[src/rtl/csc_pkg.sv]
package csc_pkg;

   typedef enum logic [1:0] {
      OP_LOOK  = 2'b00,
      OP_FILL  = 2'b01,
      OP_DROP  = 2'b10,
      OP_PROBE = 2'b11
   } csc_op_e;

   // Segment cost of a line: uncompressed or out-of-range sizes cost a full line
   function automatic int unsigned seg_cost(input logic comp,
                                            input int unsigned size,
                                            input int unsigned max_seg);
      if (!comp || size == 0 || size > max_seg) return max_seg;
      return size;
   endfunction

endpackage

[src/rtl/csc_match.sv]
module csc_match #(
   parameter int WAYS  = 4,
   parameter int TAG_W = 20,
   localparam int IDX_W = $clog2(WAYS)
) (
   input  logic [WAYS-1:0]            vld_i,
   input  logic [WAYS-1:0][TAG_W-1:0] tag_i,
   input  logic [TAG_W-1:0]           key_i,
   output logic                       found_o,
   output logic [IDX_W-1:0]           idx_o
);

   logic [WAYS-1:0] eq;

   for (genvar g = 0; g < WAYS; g++) begin : g_cmp
      assign eq[g] = vld_i[g] && (tag_i[g] == key_i);
   end

   always_comb begin
      found_o = |eq;
      idx_o   = '0;
      for (int i = WAYS - 1; i >= 0; i--) begin
         if (eq[i]) idx_o = IDX_W'(i);
      end
   end

endmodule

[src/rtl/csc_reorder.sv]
module csc_reorder
   import csc_pkg::*;
#(
   parameter int WAYS   = 4,
   parameter int TAG_W  = 20,
   parameter int SZ_W   = 4,
   parameter int PERM_W = 2,
   localparam int IDX_W = $clog2(WAYS),
   localparam int ENT_W = 3 + PERM_W + SZ_W + TAG_W
) (
   input  csc_op_e                    op_i,
   input  logic                       found_i,
   input  logic [IDX_W-1:0]           idx_i,
   input  logic [WAYS-1:0][ENT_W-1:0] cur_i,
   input  logic [ENT_W-1:0]           new_i,
   output logic [WAYS-1:0][ENT_W-1:0] nxt_o,
   output logic                       vic_vld_o,
   output logic [TAG_W-1:0]           vic_tag_o
);

   typedef struct packed {
      logic              v;
      logic              d;
      logic              c;
      logic [PERM_W-1:0] p;
      logic [SZ_W-1:0]   s;
      logic [TAG_W-1:0]  t;
   } ent_t;

   ent_t [WAYS-1:0] cur, nxt;
   ent_t            ne;
   int              lim;

   assign cur   = cur_i;
   assign ne    = new_i;
   assign nxt_o = nxt;

   always_comb begin
      nxt       = cur;
      vic_vld_o = 1'b0;
      vic_tag_o = '0;
      lim       = found_i ? int'(idx_i) : WAYS - 1;
      unique case (op_i)
         OP_LOOK: begin
            // matched entry to the top, entries above it slide down
            if (found_i) begin
               for (int i = 1; i < WAYS; i++)
                  if (i <= int'(idx_i)) nxt[i] = cur[i-1];
               nxt[0] = cur[idx_i];
            end
         end
         OP_FILL: begin
            // new entry on top; matched entry reused, else LRU falls off
            for (int i = 1; i < WAYS; i++)
               if (i <= lim) nxt[i] = cur[i-1];
            nxt[0] = ne;
            if (!found_i && cur[WAYS-1].v) begin
               vic_vld_o = 1'b1;
               vic_tag_o = cur[WAYS-1].t;
            end
         end
         OP_DROP: begin
            // remove matched entry, less recent entries move up
            if (found_i) begin
               for (int i = 0; i < WAYS - 1; i++)
                  if (i >= int'(idx_i)) nxt[i] = cur[i+1];
               nxt[WAYS-1] = '0;
            end
         end
         default: nxt = cur;
      endcase
   end

endmodule

[src/rtl/csc_budget.sv]
module csc_budget #(
   parameter int WAYS   = 4,
   parameter int TAG_W  = 20,
   parameter int SZ_W   = 4,
   parameter int PERM_W = 2,
   parameter int BUDGET = 16,
   parameter int POS_W  = 3,
   parameter int USE_W  = 6,
   localparam int ENT_W = 3 + PERM_W + SZ_W + TAG_W
) (
   input  logic [WAYS-1:0][ENT_W-1:0] ent_i,
   output logic [WAYS-1:0][ENT_W-1:0] ent_o,
   output logic [POS_W-1:0]           drop_o,
   output logic [USE_W-1:0]           used_o
);

   typedef struct packed {
      logic              v;
      logic              d;
      logic              c;
      logic [PERM_W-1:0] p;
      logic [SZ_W-1:0]   s;
      logic [TAG_W-1:0]  t;
   } ent_t;

   ent_t [WAYS-1:0] li, lo;
   int              acc;
   int              drops;
   logic            full;

   assign li    = ent_i;
   assign ent_o = lo;

   // keep resident data from the top of the stack while it fits;
   // from the first line that does not fit downwards, strip data
   always_comb begin
      lo    = li;
      acc   = 0;
      drops = 0;
      full  = 1'b0;
      for (int i = 0; i < WAYS; i++) begin
         if (li[i].v && li[i].d) begin
            if (!full && (acc + int'(li[i].s) <= BUDGET)) begin
               acc = acc + int'(li[i].s);
            end else begin
               full     = 1'b1;
               lo[i].d  = 1'b0;
               drops    = drops + 1;
            end
         end
      end
      drop_o = POS_W'(drops);
      used_o = USE_W'(acc);
   end

endmodule

[src/rtl/csc_set_ctrl.sv]
module csc_set_ctrl
   import csc_pkg::*;
#(
   parameter int NUM_SETS = 16,
   parameter int WAYS     = 4,
   parameter int TAG_W    = 20,
   parameter int PERM_W   = 2,
   parameter int MAX_SEG  = 8,
   parameter int BUDGET   = 16,
   localparam int SET_W   = $clog2(NUM_SETS),
   localparam int IDX_W   = $clog2(WAYS),
   localparam int SZ_W    = $clog2(MAX_SEG + 1),
   localparam int POS_W   = $clog2(WAYS + 1),
   localparam int USE_W   = $clog2(WAYS * MAX_SEG + 1)
) (
   input  logic              clk,
   input  logic              rst,
   input  logic              req_valid,
   input  logic [1:0]        req_op,
   input  logic [SET_W-1:0]  req_set,
   input  logic [TAG_W-1:0]  req_tag,
   input  logic              req_comp,
   input  logic [SZ_W-1:0]   req_size,
   input  logic [PERM_W-1:0] req_perm,
   output logic              rsp_valid,
   output logic              rsp_hit,
   output logic              rsp_data,
   output logic [POS_W-1:0]  rsp_pos,
   output logic              rsp_comp,
   output logic [PERM_W-1:0] rsp_perm,
   output logic              rsp_victim_vld,
   output logic [TAG_W-1:0]  rsp_victim_tag,
   output logic [POS_W-1:0]  rsp_drop_cnt,
   output logic [USE_W-1:0]  rsp_seg_used
);

   // Elaboration-time parameter checks
   if (NUM_SETS < 2) begin : g_bad_sets
      $error("csc_set_ctrl: NUM_SETS must be at least 2");
   end
   if (WAYS < 2) begin : g_bad_ways
      $error("csc_set_ctrl: WAYS must be at least 2");
   end
   if (BUDGET < MAX_SEG) begin : g_bad_budget
      $error("csc_set_ctrl: BUDGET must hold one full line");
   end

   typedef struct packed {
      logic              v;
      logic              d;
      logic              c;
      logic [PERM_W-1:0] p;
      logic [SZ_W-1:0]   s;
      logic [TAG_W-1:0]  t;
   } ent_t;

   ent_t [WAYS-1:0] mem [NUM_SETS];
   ent_t [WAYS-1:0] cur, shuf, fin;
   ent_t            new_ent;

   logic [WAYS-1:0]            cur_v;
   logic [WAYS-1:0][TAG_W-1:0] cur_t;
   logic                       found;
   logic [IDX_W-1:0]           hit_idx;
   logic                       vic_vld;
   logic [TAG_W-1:0]           vic_tag;
   logic [POS_W-1:0]           drop_cnt;
   logic [USE_W-1:0]           used;

   assign cur = mem[req_set];

   for (genvar g = 0; g < WAYS; g++) begin : g_split
      assign cur_v[g] = cur[g].v;
      assign cur_t[g] = cur[g].t;
   end

   always_comb begin
      new_ent   = '0;
      new_ent.v = 1'b1;
      new_ent.d = 1'b1;
      new_ent.c = req_comp;
      new_ent.p = req_perm;
      new_ent.s = SZ_W'(seg_cost(req_comp, int'(req_size), MAX_SEG));
      new_ent.t = req_tag;
   end

   csc_match #(.WAYS(WAYS), .TAG_W(TAG_W)) u_match (
      .vld_i   (cur_v),
      .tag_i   (cur_t),
      .key_i   (req_tag),
      .found_o (found),
      .idx_o   (hit_idx)
   );

   csc_reorder #(.WAYS(WAYS), .TAG_W(TAG_W), .SZ_W(SZ_W), .PERM_W(PERM_W)) u_reorder (
      .op_i      (csc_op_e'(req_op)),
      .found_i   (found),
      .idx_i     (hit_idx),
      .cur_i     (cur),
      .new_i     (new_ent),
      .nxt_o     (shuf),
      .vic_vld_o (vic_vld),
      .vic_tag_o (vic_tag)
   );

   csc_budget #(
      .WAYS(WAYS), .TAG_W(TAG_W), .SZ_W(SZ_W), .PERM_W(PERM_W),
      .BUDGET(BUDGET), .POS_W(POS_W), .USE_W(USE_W)
   ) u_budget (
      .ent_i  (shuf),
      .ent_o  (fin),
      .drop_o (drop_cnt),
      .used_o (used)
   );

   // synchronous clear; R2: one-cycle registered response; R11: only req_set written
   always_ff @(posedge clk) begin
      if (rst) begin
         for (int s = 0; s < NUM_SETS; s++) mem[s] <= '0;
         rsp_valid      <= 1'b0;
         rsp_hit        <= 1'b0;
         rsp_data       <= 1'b0;
         rsp_pos        <= '0;
         rsp_comp       <= 1'b0;
         rsp_perm       <= '0;
         rsp_victim_vld <= 1'b0;
         rsp_victim_tag <= '0;
         rsp_drop_cnt   <= '0;
         rsp_seg_used   <= '0;
      end else begin
         rsp_valid <= req_valid;
         if (req_valid) mem[req_set] <= fin;
         rsp_hit        <= found;
         rsp_data       <= found && cur[hit_idx].d;
         rsp_pos        <= found ? POS_W'(hit_idx) + POS_W'(1) : '0;
         rsp_comp       <= found && cur[hit_idx].c;
         rsp_perm       <= found ? cur[hit_idx].p : '0;
         rsp_victim_vld <= vic_vld;
         rsp_victim_tag <= vic_tag;
         rsp_drop_cnt   <= drop_cnt;
         rsp_seg_used   <= used;
      end
   end

endmodule

[config.mk]
export PLATFORM = sky130hd
export DESIGN_NAME = csc_set_ctrl
export DESIGN_NICKNAME = d
export VERILOG_FILES = /design/src/rtl/csc_pkg.sv /design/src/rtl/csc_match.sv /design/src/rtl/csc_reorder.sv /design/src/rtl/csc_budget.sv /design/src/rtl/csc_set_ctrl.sv
export SDC_FILE = /design/constraint.sdc
export NUM_CORES = 2
export LEC_CHECK = 0
export ABC_CLOCK_PERIOD_IN_PS = 11400
export BUFFER_PORTS_ARGS = -buffer_cell sky130_fd_sc_hd__buf_4
export CAP_MARGIN = 20
export CORE_ASPECT_RATIO = 1.25
export CORE_UTILIZATION = 60
export CTS_BUF_LIST = sky130_fd_sc_hd__clkbuf_8
export DETAILED_ROUTE_END_ITERATION = 10
export PLACE_DENSITY_LB_ADDON = 0.15
export SLEW_MARGIN = 20
export SYNTH_ARGS = -nofsm -noshare
export SYNTH_HDL_FRONTEND = slang
export SYNTH_HIERARCHICAL = 1
export SYNTH_SLANG_ARGS = --single-unit
[constraint.sdc]
create_clock -name clk -period 11.4 [get_ports clk]
set_input_delay 1.71 -clock clk [delete_from_list [all_inputs] [get_ports clk]]
set_output_delay 1.71 -clock clk [all_outputs]
set_load 0.05 [all_outputs]
## Word-level counts from Yosys, hierarchy flattened

Memories as Yosys holds them, arrays and structs flattened.
Cells that the tools add are included.

- Output and inout bits: 39
- Bits of input ports: 36
- RAM bits: 1856
- Logic and storage cells: 131
- Bits in registers: 39
- Memories: 1

Memory list:

| name | depth | bits a word | read ports | clocked after Yosys merged registers in | write ports | RTL line | RTL |
|---|---|---|---|---|---|---|---|
| mem | 16 | 116 | 1 | 0 | 16 | csc_set_ctrl.sv:57 | `ent_t [WAYS-1:0] mem [NUM_SETS];` |

- Add/subtract/negate cells: 7
- Reduce and logical (&&, ||, !) cells: 28
- $lt $le $gt $ge: 15
- Muxes and demuxes: 61
- Bitwise operators: 3
- Eq/ne operators: 6

Operator list:

| cell | number |
|---|---|
| $mux 116 | 3 |
| $pmux 116 s3 | 1 |
| $mux 29 | 10 |
| $mux 32 | 5 |
| $reduce_or 116->1 | 1 |
| $add 32x5->32 | 3 |
| $le 32x6->1 const B | 3 |
| $eq 20x20->1 | 4 |
| $le 3x32->1 const A | 2 |
| $bmux 29 s2 | 1 |
| $le 2x32->1 const A | 1 |
| $mux 1 | 24 |
| $mux 3 | 6 |
| $mux 4 | 4 |
| $logic_and 1x1->1 | 14 |
| $mux 6 | 2 |
| $mux 2 | 5 |
| $add 3x2->3 const B | 2 |
| $le 4x5->1 const B | 1 |
| $logic_not 1->1 | 5 |
| $ge 1x2->1 const A | 2 |
| $gt 4x4->1 const B | 1 |
| $le 2x2->1 const A | 2 |
| $logic_not 4->1 | 1 |
| other kinds (13) | 17 |

## Logic depth before layout (Yosys ltp)

An unclocked memory read counts as a cell.

- Word-level depth: 30
- Gate-level depth with buffers: 46
- Gate-level depth less buffers: 38

## Cells and area by module

Netlist, hierarchy kept.

By module, submodules not included:

| module | cells an instance | times used | seq. area each (um^2) | area each (um^2) |
|---|---|---|---|---|
| csc_set_ctrl | 4996 | 1 | 56514.2 | 84104.4 |
| csc_reorder | 895 | 1 | 0.0 | 6587.6 |
| csc_budget | 255 | 1 | 0.0 | 1958.1 |
| csc_match | 116 | 1 | 0.0 | 945.9 |

## Worst setup path before layout

Ideal clock, no wire load.

- Path type: in2reg
- From: input req_set[0]
- To: memory mem[10][114] (netlist name), data pin
- Path slack: -432 ps
- Buffers on the path: 9
- Data required time: 11269 ps
- Cell stages on the path: 44
- Setup time: 131 ps
- Arrival time: 11700 ps
- Path through: buf_6 > clkbuf_1 > buf_2 > mux4_2 > mux4_2 > xnor2_1 > nand4_1 > nor4_2 > o211ai_1 > a22oi_1 > buf_6 > nor3b_1 > buf_2 > nand2b_1 > buf_4 > buf_4 > o22ai_1 > a221oi_1 > [8 not listed] > ha_1 > a21o_1 > a211o_1 > a21oi_1 > nand3_1 > a211oi_2 > mux2_2 > ha_1 > inv_1 > fa_1 > nor2b_1 > o21ai_0 > a211o_1 > a21bo_2 > nand3_1 > a21boi_0 > clkbuf_1 > and2_1

RTL lines:

| what | RTL line | RTL |
|---|---|---|
| start: declaration | csc_set_ctrl.sv:20 | `input logic [SET_W-1:0] req_set,` |
| end: declaration | csc_set_ctrl.sv:57 |  |

==> summary.txt <==
Detailed routing
  • Routed length on met2: about 140000 µm
  • DR vias/cell: 6.803
  • Post-route ant nets: 0
  • DRT Pass-1 Iters: 11
  • Post-route DRC: 30
  • Wire length on met3: between 40000 and 50000 µm
  • Total Wirelength: just under 300000 µm
  • Drt initial violations: 9602
  • Via count: 58930
  • WL per Instance: 34.06 µm
  • Highest metal used: met5
  • Met1 wire length: 100700 µm

Global routing
  • Initial antenna violation count: 20
  • Gr usage total: 37.67%
  • Total gr overflow: 0
  • Vias in the first global route: roughly 58000
  • First-pass GRT wire length: 417000 µm
  • Largest net degree at the start of global routing: 118

Run
  • Maximum capacitance violations: 0

Yosys
  • Dominant synthesized flop cell: edfxtp_1
  • Avg Synthesized Cell Area: roughly 15 µm²
  • Most common cell in the netlist: and2_1
  • Post-Syn Area: around 0.094 mm²
  • Cells after Synth: 6262
  • Top post-synthesis cells by count: and2_1, edfxtp_1, mux4_2
  • Netlist cell types: 88
  • EDFF count, synth: around 1900
  • Number of synthesized register bits: 1895
  • Synth area leader: edfxtp_1
  • Synth warn: 6
  • Share of the synthesized area in the top cell type: 59.55%
  • Synth area leaders: edfxtp_1, mux4_2, and2_1, mux2i_1, clkbuf_1
  • Ys async rst share: 0%
  • Sequential area share after synthesis: 60.38%

Cells and area
  • Layout Nets: 6468
  • P&R area growth vs syn: 10.40%
  • Final cell count without fillers: ~8700
  • Post-Layout Inst Area: ~0.10 mm²
  • Share of cells above drive strength 1: 24.27%
  • Fill count: 10580

Pwr
  • Worst vdd ir: ~0.00014 V
  • Power per cell area: between 150 and 200 mW/mm²
  • Lkg Pwr: 38.91 nW

Floorplanning
  • Core area: 0.1545 mm²
  • Ports: 75
  • Row count: 161
  • Initial Util: 60.58%
  • Chip width: 355.3 µm
  • Die height: 443.6 µm
  • Die ar.: 0.1576 mm²

Status
  • Status: complete, but fails checks
  • Failing checks: design-rule violations

Setup path
  • R2R Setup Slk: approximately 1.2 ns
  • Crit-path max cell delay: 0.56 ns
  • Worst EP arrival: 11.97 ns
  • Req. time, crit path: about 12 ns
  • Crit. Startpoint: req_set[0]
  • Crit path launch type: primary input
  • Crit Reg-Reg Startpoint: mem[3][11]
  • Cell mode on critical path: buf_4
  • WS Path Type: in2reg
  • Critical Path Sink Type: flop
  • CP max FO: 15
  • Critical path's slowest cell: mux4_2

Timing
  • Unrepaired setup endpoints after global routing: no
  • Slew Limit Fails: 0
  • Final Skew: 0.06204 ns
  • Rel. slew slack: 19.43%
  • Fin crit period: 11.01 ns
  • Setup violations, final: 0
  • Final worst setup slack: 0.3851 ns
  • Tcrit/Tclk final: between 90% and 100%
  • Max Freq: approximately 0.091 GHz
  • Final TNS setup: 0 ns
  • Worst-Margin Slew: 1.209 ns
  • Hold Vio Cnt, Final: 0

Worst hold path
  • Hold Crit Class: reg2reg
  • Worst hold start: mem[4][24]

Clock tree
  • Clock Sinks: 1895
  • Clk buf depth: 4
  • Root buf cell: clkbuf_8
  • Inserted Clock Buffers: a little over 300
  • CTS tree: yes
  • H-tree Lvls: 5
  • Clk slew on worst S/H paths: 0.06 ns
  • Clk_lat worst skew: 1.06 ns
  • Post-CTS setup buffer count: 0

Placed design
  • HPWL Detailed: 158200 µm
  • Post-Place Cells: 8143
  • # port buffers: 74
  • Placer Congestion: ~0.90
  • Post-Place Setup Slack: -0.5338 ns
  • DP Area: 0.09786 mm²
[repair_timing]
item,CTS,global route
hold buffers,0,0
resized for setup,0,2
setup endpoints to repair,0,17
[routing by layer]
metal  global-route usage (%)  vias up
met3                    8.888      951
met5                        0        -
met4                    17.69       10
met1                    49.56    29760
met2                    59.59     4644
li1                         -    23560
[cell type report]
class	instances	area [µm²]	share of cell area, %
Antenna cell	13	32.53	0.03148
Clock buffer	330	4542	4.396
Clock inverter	175	848.3	0.8210
Inverter	12	45.04	0.04359
Multi-Input combinational cell	3647	33830	32.74
Sequential cell	1895	56510	54.69
Tap cell	2037	2549	2.467
Timing Repair Buffer	553	4969	4.808
[cell families (layout without fill, tap and decap cells)]
logic type | after synthesis | in the layout | synth area share [%]
other | 2 | 16 | 0.008024
AOI/OAI and AO/OA | 493 | 493 | 3.865
and+or+nand+nor | 2286 | 2286 | 15.03
DFF | 1895 | 1895 | 60.38
buffers and inverters | 721 | 1070 | 3.833
muxes | 760 | 760 | 15.81
adders and majority gates | 16 | 16 | 0.2380
xor gates and xnor gates | 89 | 89 | 0.8409
[registers in the layout (all words and copies together), names as in the netlist]
register	flops
mem	1856
rsp_comp	1
rsp_data	1
rsp_drop_cnt	3
rsp_hit	1
rsp_perm	2
rsp_pos	3
rsp_seg_used	6
rsp_valid	1
rsp_victim_tag	20
rsp_victim_vld	1
[worst max-delay path, delay by kind of cell]
family | cells | cell delay (ns)
muxes | 4 | 1.95
buffers and inverters | 10 | 1.66
xor gates and xnor gates | 4 | 1.24
AOI/OAI and AO/OA | 12 | 2.34
adders and majority gates | 4 | 1.27
and+or+nand+nor | 8 | 1.75
[placed cells by master, fill, tap and decap left out, drive strengths merged, types with 7 or more instances in the layout]
cell type / netlist / final
a2bb2oi: 15 / 15
clkinv: 1 / 77
mux4: 567 / 567
a21oi: 87 / 87
nand2: 59 / 59
nor4: 33 / 33
clkbuf: 392 / 331
xnor2: 54 / 54
o21ai: 46 / 46
a21o: 27 / 27
inv: 11 / 99
mux2: 29 / 29
o31ai: 24 / 24
nand2b: 7 / 7
nand3: 8 / 8
nor3: 33 / 33
dfxtp: 39 / 39
or2: 17 / 17
a22oi: 33 / 33
buf: 317 / 552
o211a: 27 / 27
a221o: 28 / 28
nor2b: 82 / 82
a31oi: 29 / 29
a221oi: 38 / 38
a211oi: 23 / 23
and2: 1890 / 1890
ha: 13 / 13
a22o: 35 / 35
nand4: 15 / 15
xor2: 35 / 35
mux2i: 164 / 164
diode: 0 / 13
o22ai: 32 / 32
edfxtp: 1856 / 1856
nor2: 97 / 97
and4b: 23 / 23
a21boi: 31 / 31
[path summary, 6_finish.rpt]
path / depth (start not counted) / end
worst min-delay path: 5 / rsp_perm[0]
worst max-delay path: 42 / rsp_drop_cnt[0]
worst min register to register: 5 / rsp_perm[0]
worst max register to register: 40 / rsp_drop_cnt[0]
[stage by stage]
stage	hold WS, ns	utilization (%)	power, W
after detailed placement	0.9534	63.34	0.01014
after CTS	0.9646	66.83	0.01546
final	0.9877	66.88	0.01550
after global placement	0.9547	63.30	0.01010
after floorplan	0.8218	-	0.009344
after global routing	1.059	66.86	0.01588
[report_power, final]
group	internal, W	switching (W)	leakage [nW]	total [W]
registers	0.00791	0.0000767	19.5	0.00799
logic	0.000782	0.00129	16.3	0.00207
clock network	0.00276	0.00268	3.08	0.00544
No activity file was read; power rests on OpenSTA's default activity.
